--- src/rtl/agent_err_pkg.sv ---
package agent_err_pkg;
  localparam int REG_W        = 32;
  localparam int TO_BIT       = 16;
  localparam int CTRL_RST_BIT = 0;

  typedef enum logic [1:0] {
    ADDR_STATUS = 2'd0,
    ADDR_CTRL   = 2'd1,
    ADDR_MASK   = 2'd2,
    ADDR_LIMIT  = 2'd3
  } reg_addr_e;

  // Status bit position of event input idx for the chosen agent side.
  function automatic int evt_bit(input bit is_target, input int idx);
    return is_target ? 24 : 28 + idx;
  endfunction
endpackage

--- src/rtl/agent_err_sticky.sv ---
module agent_err_sticky (
  input  logic clk,
  input  logic rst_n,
  input  logic soft_rst,
  input  logic set_i,
  input  logic clr_i,
  output logic q_o
);
  always_ff @(posedge clk or negedge rst_n) begin
    if (!rst_n)        q_o <= 1'b0;
    else if (soft_rst) q_o <= 1'b0;
    else if (set_i)    q_o <= 1'b1;   // a new event beats a clear
    else if (clr_i)    q_o <= 1'b0;
  end
endmodule

--- src/rtl/agent_err_timer.sv ---
module agent_err_timer #(
  parameter int LIMIT_W = 16
) (
  input  logic               clk,
  input  logic               rst_n,
  input  logic               soft_rst,
  input  logic               start_i,
  input  logic               cpl_i,
  input  logic [LIMIT_W-1:0] limit_i,
  output logic               busy_o,
  output logic               to_o
);
  logic [LIMIT_W-1:0] cnt_q;

  always_ff @(posedge clk or negedge rst_n) begin
    if (!rst_n) begin
      cnt_q  <= '0;
      busy_o <= 1'b0;
      to_o   <= 1'b0;
    end else if (soft_rst) begin
      cnt_q  <= '0;
      busy_o <= 1'b0;
      to_o   <= 1'b0;
    end else if (start_i) begin
      cnt_q  <= limit_i;
      busy_o <= 1'b1;
    end else if (busy_o) begin
      if (cpl_i) begin
        busy_o <= 1'b0;
      end else if (cnt_q == '0) begin
        busy_o <= 1'b0;
        to_o   <= 1'b1;
      end else begin
        cnt_q <= cnt_q - 1'b1;
      end
    end
  end
endmodule

--- src/rtl/agent_err_unit.sv ---
module agent_err_unit
  import agent_err_pkg::*;
#(
  parameter bit  IS_TARGET = 1'b0,
  parameter int  LIMIT_W   = 16,
  parameter int  DEF_LIMIT = 8,
  localparam int EVT_W     = IS_TARGET ? 1 : 2
) (
  input  logic             clk,
  input  logic             rst_n,
  input  logic [EVT_W-1:0] err_evt_i,
  input  logic             req_valid,
  output logic             req_ready,
  output logic             req_err,
  input  logic             cpl_valid,
  input  logic             reg_wr,
  input  logic [1:0]       reg_addr,
  input  logic [REG_W-1:0] reg_wdata,
  output logic [REG_W-1:0] reg_rdata,
  output logic             irq
);
  logic wr_stat, wr_ctrl, wr_mask, wr_lim, soft_rst;
  logic busy, to_flag, start;
  logic [EVT_W-1:0]   evt_q;
  logic [REG_W-1:0]   stat_vec, mask_q;
  logic [LIMIT_W-1:0] limit_q;

  assign wr_stat  = reg_wr && (reg_addr == ADDR_STATUS);
  assign wr_ctrl  = reg_wr && (reg_addr == ADDR_CTRL);
  assign wr_mask  = reg_wr && (reg_addr == ADDR_MASK);
  assign wr_lim   = reg_wr && (reg_addr == ADDR_LIMIT);
  assign soft_rst = wr_ctrl && reg_wdata[CTRL_RST_BIT];

  for (genvar i = 0; i < EVT_W; i++) begin : g_flag
    localparam int POS = evt_bit(IS_TARGET, i);
    agent_err_sticky u_flag (
      .clk      (clk),
      .rst_n    (rst_n),
      .soft_rst (soft_rst),
      .set_i    (err_evt_i[i]),
      .clr_i    (wr_stat && reg_wdata[POS]),
      .q_o      (evt_q[i])
    );
  end

  assign req_ready = !busy;
  assign req_err   = to_flag;
  assign start     = req_valid && req_ready && !to_flag;

  agent_err_timer #(.LIMIT_W(LIMIT_W)) u_timer (
    .clk      (clk),
    .rst_n    (rst_n),
    .soft_rst (soft_rst),
    .start_i  (start),
    .cpl_i    (cpl_valid),
    .limit_i  (limit_q),
    .busy_o   (busy),
    .to_o     (to_flag)
  );

  always_ff @(posedge clk or negedge rst_n) begin
    if (!rst_n) begin
      mask_q  <= '0;
      limit_q <= LIMIT_W'(DEF_LIMIT);
    end else begin
      if (wr_mask) mask_q  <= reg_wdata;
      if (wr_lim)  limit_q <= reg_wdata[LIMIT_W-1:0];
    end
  end

  always_comb begin
    stat_vec = '0;
    for (int i = 0; i < EVT_W; i++) stat_vec[evt_bit(IS_TARGET, i)] = evt_q[i];
    stat_vec[TO_BIT] = to_flag;
  end

  always_comb begin
    unique case (reg_addr)
      ADDR_STATUS: reg_rdata = stat_vec;
      ADDR_MASK:   reg_rdata = mask_q;
      ADDR_LIMIT:  reg_rdata = {{(REG_W-LIMIT_W){1'b0}}, limit_q};
      default:     reg_rdata = '0;
    endcase
  end

  assign irq = |(stat_vec & mask_q);
endmodule

--- config.mk ---
export PLATFORM = sky130hd
export DESIGN_NAME = agent_err_unit
export DESIGN_NICKNAME = d
export VERILOG_FILES = /design/src/rtl/agent_err_pkg.sv /design/src/rtl/agent_err_sticky.sv /design/src/rtl/agent_err_timer.sv /design/src/rtl/agent_err_unit.sv
export SDC_FILE = /design/constraint.sdc
export NUM_CORES = 1
export LEC_CHECK = 0
export ABC_AREA = 1
export CAP_MARGIN = 30
export CORE_ASPECT_RATIO = 1.25
export CORE_UTILIZATION = 30
export CTS_CLUSTER_DIAMETER = 50
export CTS_CLUSTER_SIZE = 10
export DETAILED_ROUTE_END_ITERATION = 8
export GPL_TIMING_DRIVEN = 0
export HOLD_SLACK_MARGIN = 0.12
export SLEW_MARGIN = 20
export SYNTH_ARGS = -nofsm -noshare
export SYNTH_HDL_FRONTEND = slang
export SYNTH_SLANG_ARGS = --single-unit
--- constraint.sdc ---
create_clock -name clk -period 1.7 [get_ports clk]
set_input_delay 0.34 -clock clk [delete_from_list [all_inputs] [get_ports clk]]
set_output_delay 0.34 -clock clk [all_outputs]
set_load 0.01 [all_outputs]
Word level (Yosys, flattened, before mapping)

Cells that the tools add are included.

Add/subtract/negate cells: 1
Equal/unequal tests: 7
Bitwise operators: 1
Muxes and demuxes: 22
Reduce and logical (&&, ||, !) cells: 21

Operator list:

| cell                                                                 | count |
|---|---|
| 32-bit one-hot mux with 3 select lines                               | 1 |
| 16-bit two-way mux                                                   | 5 |
| 30-bit by 32-bit bitwise AND with 32-bit output                      | 1 |
| 32-bit OR reduction                                                  | 1 |
| 16-bit logical NOT                                                   | 1 |
| 1-bit two-way mux                                                    | 16 |
| 16-bit by 1-bit subtractor with 16-bit output, second input constant | 1 |
| 1-bit logical AND                                                    | 9 |
| 3-bit nonzero test                                                   | 3 |
| 2-bit == test, second input constant                                 | 2 |
| 2-bit by 1-bit != test with 1-bit output, second input constant      | 2 |
| 4-bit AND reduction                                                  | 1 |
| 2-bit nonzero test                                                   | 2 |
| 3-bit by 1-bit != test with 1-bit output, second input constant      | 1 |
| 3-bit != test, second input constant                                 | 1 |
| 3-bit AND reduction                                                  | 1 |
| 2-bit by 1-bit == test with 1-bit output, second input constant      | 1 |
| 1-bit logical NOT                                                    | 2 |
| 2-bit logical NOT                                                    | 1 |

Input bits: 41
Output and inout port bits: 35
Register bits: 68

Longest topological paths before layout

Depth after elaboration: 6
Gate-level depth with buffers: 10

Modules after synthesis

A second synthesis with hierarchy kept.

Cells, all modules: 524
Area total of the unflattened synthesis: 3887.5 um2

By module, submodules not included:

| module           | sequential area each (um2) | cells an instance | area each (um2) | times used |
|---|---|---|---|---|
| agent_err_unit   | 1202.4                     | 321               | 2469.9          | 1 |
| agent_err_timer  | 450.4                      | 193               | 1327.5          | 1 |
| agent_err_sticky | 25.0                       | 5                 | 45.0            | 2 |

Worst setup path after synthesis

OpenSTA, ideal clock, no wires.

Path kind: reg2reg
Start point: register u_timer.cnt_q[0]
End point: register u_timer.cnt_q[6]
Path slack: 0.177 ns
Library setup time: 0.117 ns
Stages on the path, launching flop included: 11
Data required time: 1.583 ns
Arrival time: 1.407 ns
Cells stage by stage: dfrtp_1 > inv_1 > ha_1 > nand2_1 > nor2_8 > nand3b_4 > nand2_4 > nand2_4 > buf_6 > nand2_1 > nand2_1

Word-level cells in the longest chain between the ends: 6
Elaborated cells between the ends (all ways): 9
Classes of those cells: 1 x add/sub; 1 x eq/ne; 5 x mux; 2 x reduce/logical

Ends and longest elaborated chain:

| item                                          | RTL line              | source |
|---|---|---|
| from (decl)                                   | agent_err_timer.sv:13 | `logic [LIMIT_W-1:0] cnt_q;` |
| from (signal assigned)                        | agent_err_timer.sv:25 | `cnt_q <= limit_i;` |
| from (signal assigned)                        | agent_err_timer.sv:34 | `cnt_q <= cnt_q - 1'b1;` |
| 16-bit by 1-bit subtractor with 16-bit output | agent_err_timer.sv:34 |  |
| 16-bit two-way mux                            | agent_err_timer.sv:30 | `end else if (cnt_q == '0) begin` |
| 16-bit two-way mux                            | agent_err_timer.sv:28 | `if (cpl_i) begin` |
| 16-bit two-way mux                            | agent_err_timer.sv:27 | `end else if (busy_o) begin` |
| 16-bit two-way mux                            | agent_err_timer.sv:24 | `end else if (start_i) begin` |
| 16-bit two-way mux                            | agent_err_timer.sv:20 | `end else if (soft_rst) begin` |

Parallel ways exist; a longest one is shown, timed or not. The select of a mux whose other input is x is not followed.
A chain may end at the register's enable or synchronous reset.

Worst setup path in the final report

Start point: input port reg_addr[1]
End point: output port reg_rdata[13]

Word-level cells in the longest chain between the ends: 2
Elaborated cells between the ends (all ways): 4
Classes of those cells: 2 x eq/ne; 1 x mux; 1 x reduce/logical

Ends and longest elaborated chain:

| item                                                      | RTL line             | source |
|---|---|---|
| from (decl)                                               | agent_err_unit.sv:17 | `input logic [1:0] reg_addr,` |
| 2-bit == test / 2-bit logical NOT (equally long branches) | agent_err_unit.sv:78 | `unique case (reg_addr)` |
| 32-bit one-hot mux with 3 select lines (*)                | agent_err_unit.sv:78 |  |
| to (decl)                                                 | agent_err_unit.sv:19 | `output logic [REG_W-1:0] reg_rdata,` |

Mark *: on every way between the ends. The rest lies on a longest branch, timed or not.

==> run_results.csv <==
group,metric,value,unit
grt,grt_pass1_vias,3315,
grt,grt_max_degree,55,
yosys,syn_area,3490,um2
detailed_routing,drc_errors,0,
layout,diodes,0,
yosys,async_flop_share,100,%
setup_path,cp_top_family,"buffers and inverters",
sta,period_share,97.2,%
setup_path,path_common_cell,"buf_4",
detailed_routing,route.vias.total,3299,
worst_hold_path,min_path_type,"primary input to asynchronous set/reset pin",
yosys,yosys-top-cells-count,"124 x nand2_1, 67 x dfrtp_1, 60 x inv_1",
layout,nets,592,
floorplanning,std_cell_rows,43,
place,hpwl,6940,um
sta,timing.final.crit_period,1650,ps
floorplanning,fp.dieW,98.5,um
detailed_routing,drt_iter0_drc,189,
layout,finalInstanceArea,4800,um2
yosys,syn-num-nets,498,
place,place.gp.congestion,0.798,
setup_path,slowest_delay,210,ps
yosys,synth_edf_count,0,
run_status,outcome,"completed",
setup_path,crit_arrival,1310,ps
layout,drive_gt1_share,15.5,%
layout,fillCellCount,1097,
floorplanning,chipHeight,123,um
layout,area_growth,37.4,%
sta,fmax,0.605,GHz
sta,holdWs,414,ps
yosys,yosysUniqueCellTypes,27,
floorplanning,initial_core_util,31.1,%
yosys,synth_warnings,0,
sta,slew_violations,0,
setup_path,critPathRequiredTime,1360,ps
yosys,synth_area_per_cell,7.66,um2
clock_network,clock_sinks,68,
clock_network,clockBufferDepth,2,
power_and_ir_drop,ir_drop,0.837,mV
clock_network,htree_num_levels,3,
power_and_ir_drop,leakagePower,2.49,nW
yosys,ys_top_cells_by_area,"dfrtp_1 48%, nand2_1 13%, o21ai_0 6.6%",
grt,antenna_found_initial,0,
clock_network,clk_latency,330,ps
floorplanning,fp.coreArea,11200,um2
setup_path,crit_slowest_cell,"a22o_1",
yosys,synth_seq_cells,68,
sta,final-setup-viol-count,0,
clock_network,cts_tree,"built",
sta,relSlewSlack,65.7,%
yosys,ys_seq_area_share,48.7,%
place,dpl-instance-area,4440,um2
detailed_routing,totalWireLength,9680,um
yosys,syn_inst,456,
grt,grt_pass1_wl,15800,um
detailed_routing,wl_per_cell,14.0,um
detailed_routing,ant_nets,0,
floorplanning,io_pins,76,
clock_network,cts_buffers,9,
flow_run,maxCapViolations,0,
setup_path,worstSetupStartpointType,"primary input",
sta,skew,3.19,ps
setup_path,worstSetupPathType,"primary input to primary output",
detailed_routing,vias_per_cell,4.78,
sta,hold_viol_final,0,
grt,overflow,0,
sta,worst_slew_pin_slew,514,ps
setup_path,critical_path.max_fanout,9,
yosys,ys.flop_type,"dfrtp_1",
setup_path,crit_chain,"buf_4 -> inv_4 -> nor2_4 -> buf_6 -> buf_4 -> buf_8 -> a22o_1 -> buf_2",
setup_path,end_kind,"primary output",
clock_network,clkTransAtPathRegs,50,ps
floorplanning,dieArea,12100,um2
place,numPortBuffers,75,
power_and_ir_drop,p_per_area,1370,nW/um2
yosys,synth_most_common_cell,"nand2_1",
yosys,yosysTopAreaCellShare,48.0,%
detailed_routing,firstDrtPassIters,4,
yosys,yosys.area.top_type,"dfrtp_1",
clock_network,cts_root_buffer,"clkbuf_16",
grt,grtUsageTotal,16.7,%
setup_path,crit_buf_inv,6,
## worst paths after layout
| path | slack [ps] | depth (start not counted) | start | to |
|---|---|---|---|---|
| min in group clk | 470 | 5 | reg_addr[1] | g_flag[1].u_flag.q_o$_DFFE_PN0P_ |
| hold / removal | 410 | 2 | rst_n | mask_q[17]$_DFFE_PN0P_ |
| setup reg to reg | 100 | 10 | u_timer.cnt_q[0]$_DFFE_PN0P_ | u_timer.cnt_q[8]$_DFFE_PN0P_ |
| max in group asynchronous | 710 | 3 | rst_n | limit_q[3]$_DFFE_PN1P_ |
| hold reg to reg | 480 | 2 | limit_q[4]$_DFFE_PN0P_ | limit_q[4]$_DFFE_PN0P_ |
| setup / recovery | 50 | 8 | reg_addr[1] | reg_rdata[13] |
## timing repair
item / in CTS / in global routing
resized for setup: 130 / 21
hold endpoints to repair: 14 / 0
cloned: 0 / 1
hold buffers: 1 / 0
pin swaps: 3 / 3
endpoints found under the setup margin: 46 / 44
setup buffers: 5 / 1
## worst register-to-register path, delay by kind of cell (launching register included)
kind | cells | cell delay [ps]
fa+ha+maj | 1 | 210
buf+inv | 2 | 270
flops | 1 | 370
simple gates | 7 | 630
## sequential cells by signal (all words and copies together), names as in the netlist
signal,flops
g_flag.u_flag.q_o,2
limit_q,16
mask_q,32
u_timer.busy_o,1
u_timer.cnt_q,16
u_timer.to_o,1
## metal layers
layer / track usage, % / vias to the layer above / part of all wire, %
met2: 30.3 / 83 / 53
li1: - / 1637 / -
met3: 3.02 / 13 / 4.0
met1: 19.1 / 1566 / 41
met4: 7.65 / 0 / 1.7
met5: 0 / - / 0
## metrics by stage
stage | setup slack [ps] | TNS [ps] | utilization [%] | cells | power (mW)
after floorplan | 177 | 0 | - | 456 | 3.75
final | 48.3 | 0 | 42.7 | 690 | 6.57
after global placement | -2050 | -186490 | 39.3 | 666 | 4.43
after detailed placement | -1120 | -50480 | 39.5 | 667 | 4.48
after global routing | -19.6 | -88.6 | 42.7 | 690 | 7.03
after CTS | -0.111 | -0.111 | 42.2 | 688 | 6.57
## cell families after synthesis
group	after synthesis	share of synthesized area, %
buffers and inverters	79	8.99
multiplexers	3	0.967
XOR/XNOR	1	0.251
adder cells (fa/ha/maj)	1	0.358
flip-flops	68	48.7
AND/OR/NAND/NOR	226	28.2
AO/OA/AOI/OAI	78	12.5
## placed cells by master, fill, tap and decap left out, types with 5 or more instances in the layout
cell type,synthesis,final
clkdlybuf4s50_1,0,36
nor2_1,51,44
buf_2,5,27
nand2_1,124,121
clkbuf_16,0,10
nor2_2,0,6
o21ai_0,46,46
dfrtp_1,67,67
a22o_1,12,12
buf_4,1,8
dlygate4sd2_1,0,5
nand3_1,39,39
inv_1,60,58
clkdlybuf4s15_1,0,6
a21oi_1,16,16
clkbuf_1,10,9
## area by class of cell
class	count	area [um2]	share of cell area, %
timing repair buffer	83	729	15.2
buffer	17	119	2.48
clock buffer	11	233	4.85
sequential	68	1700	35.5
tap	135	169	3.52
clock inverter	5	100	2.08
multi-input combinational	309	1510	31.4
inverter	62	239	4.98
## where the power goes
part | switching (mW) | internal, mW
registers | 0.294 | 1.98
logic | 1.33 | 0.868
clock network | 0.663 | 1.43
total | 2.29 | 4.28
Power figures use the tool's default switching activity.
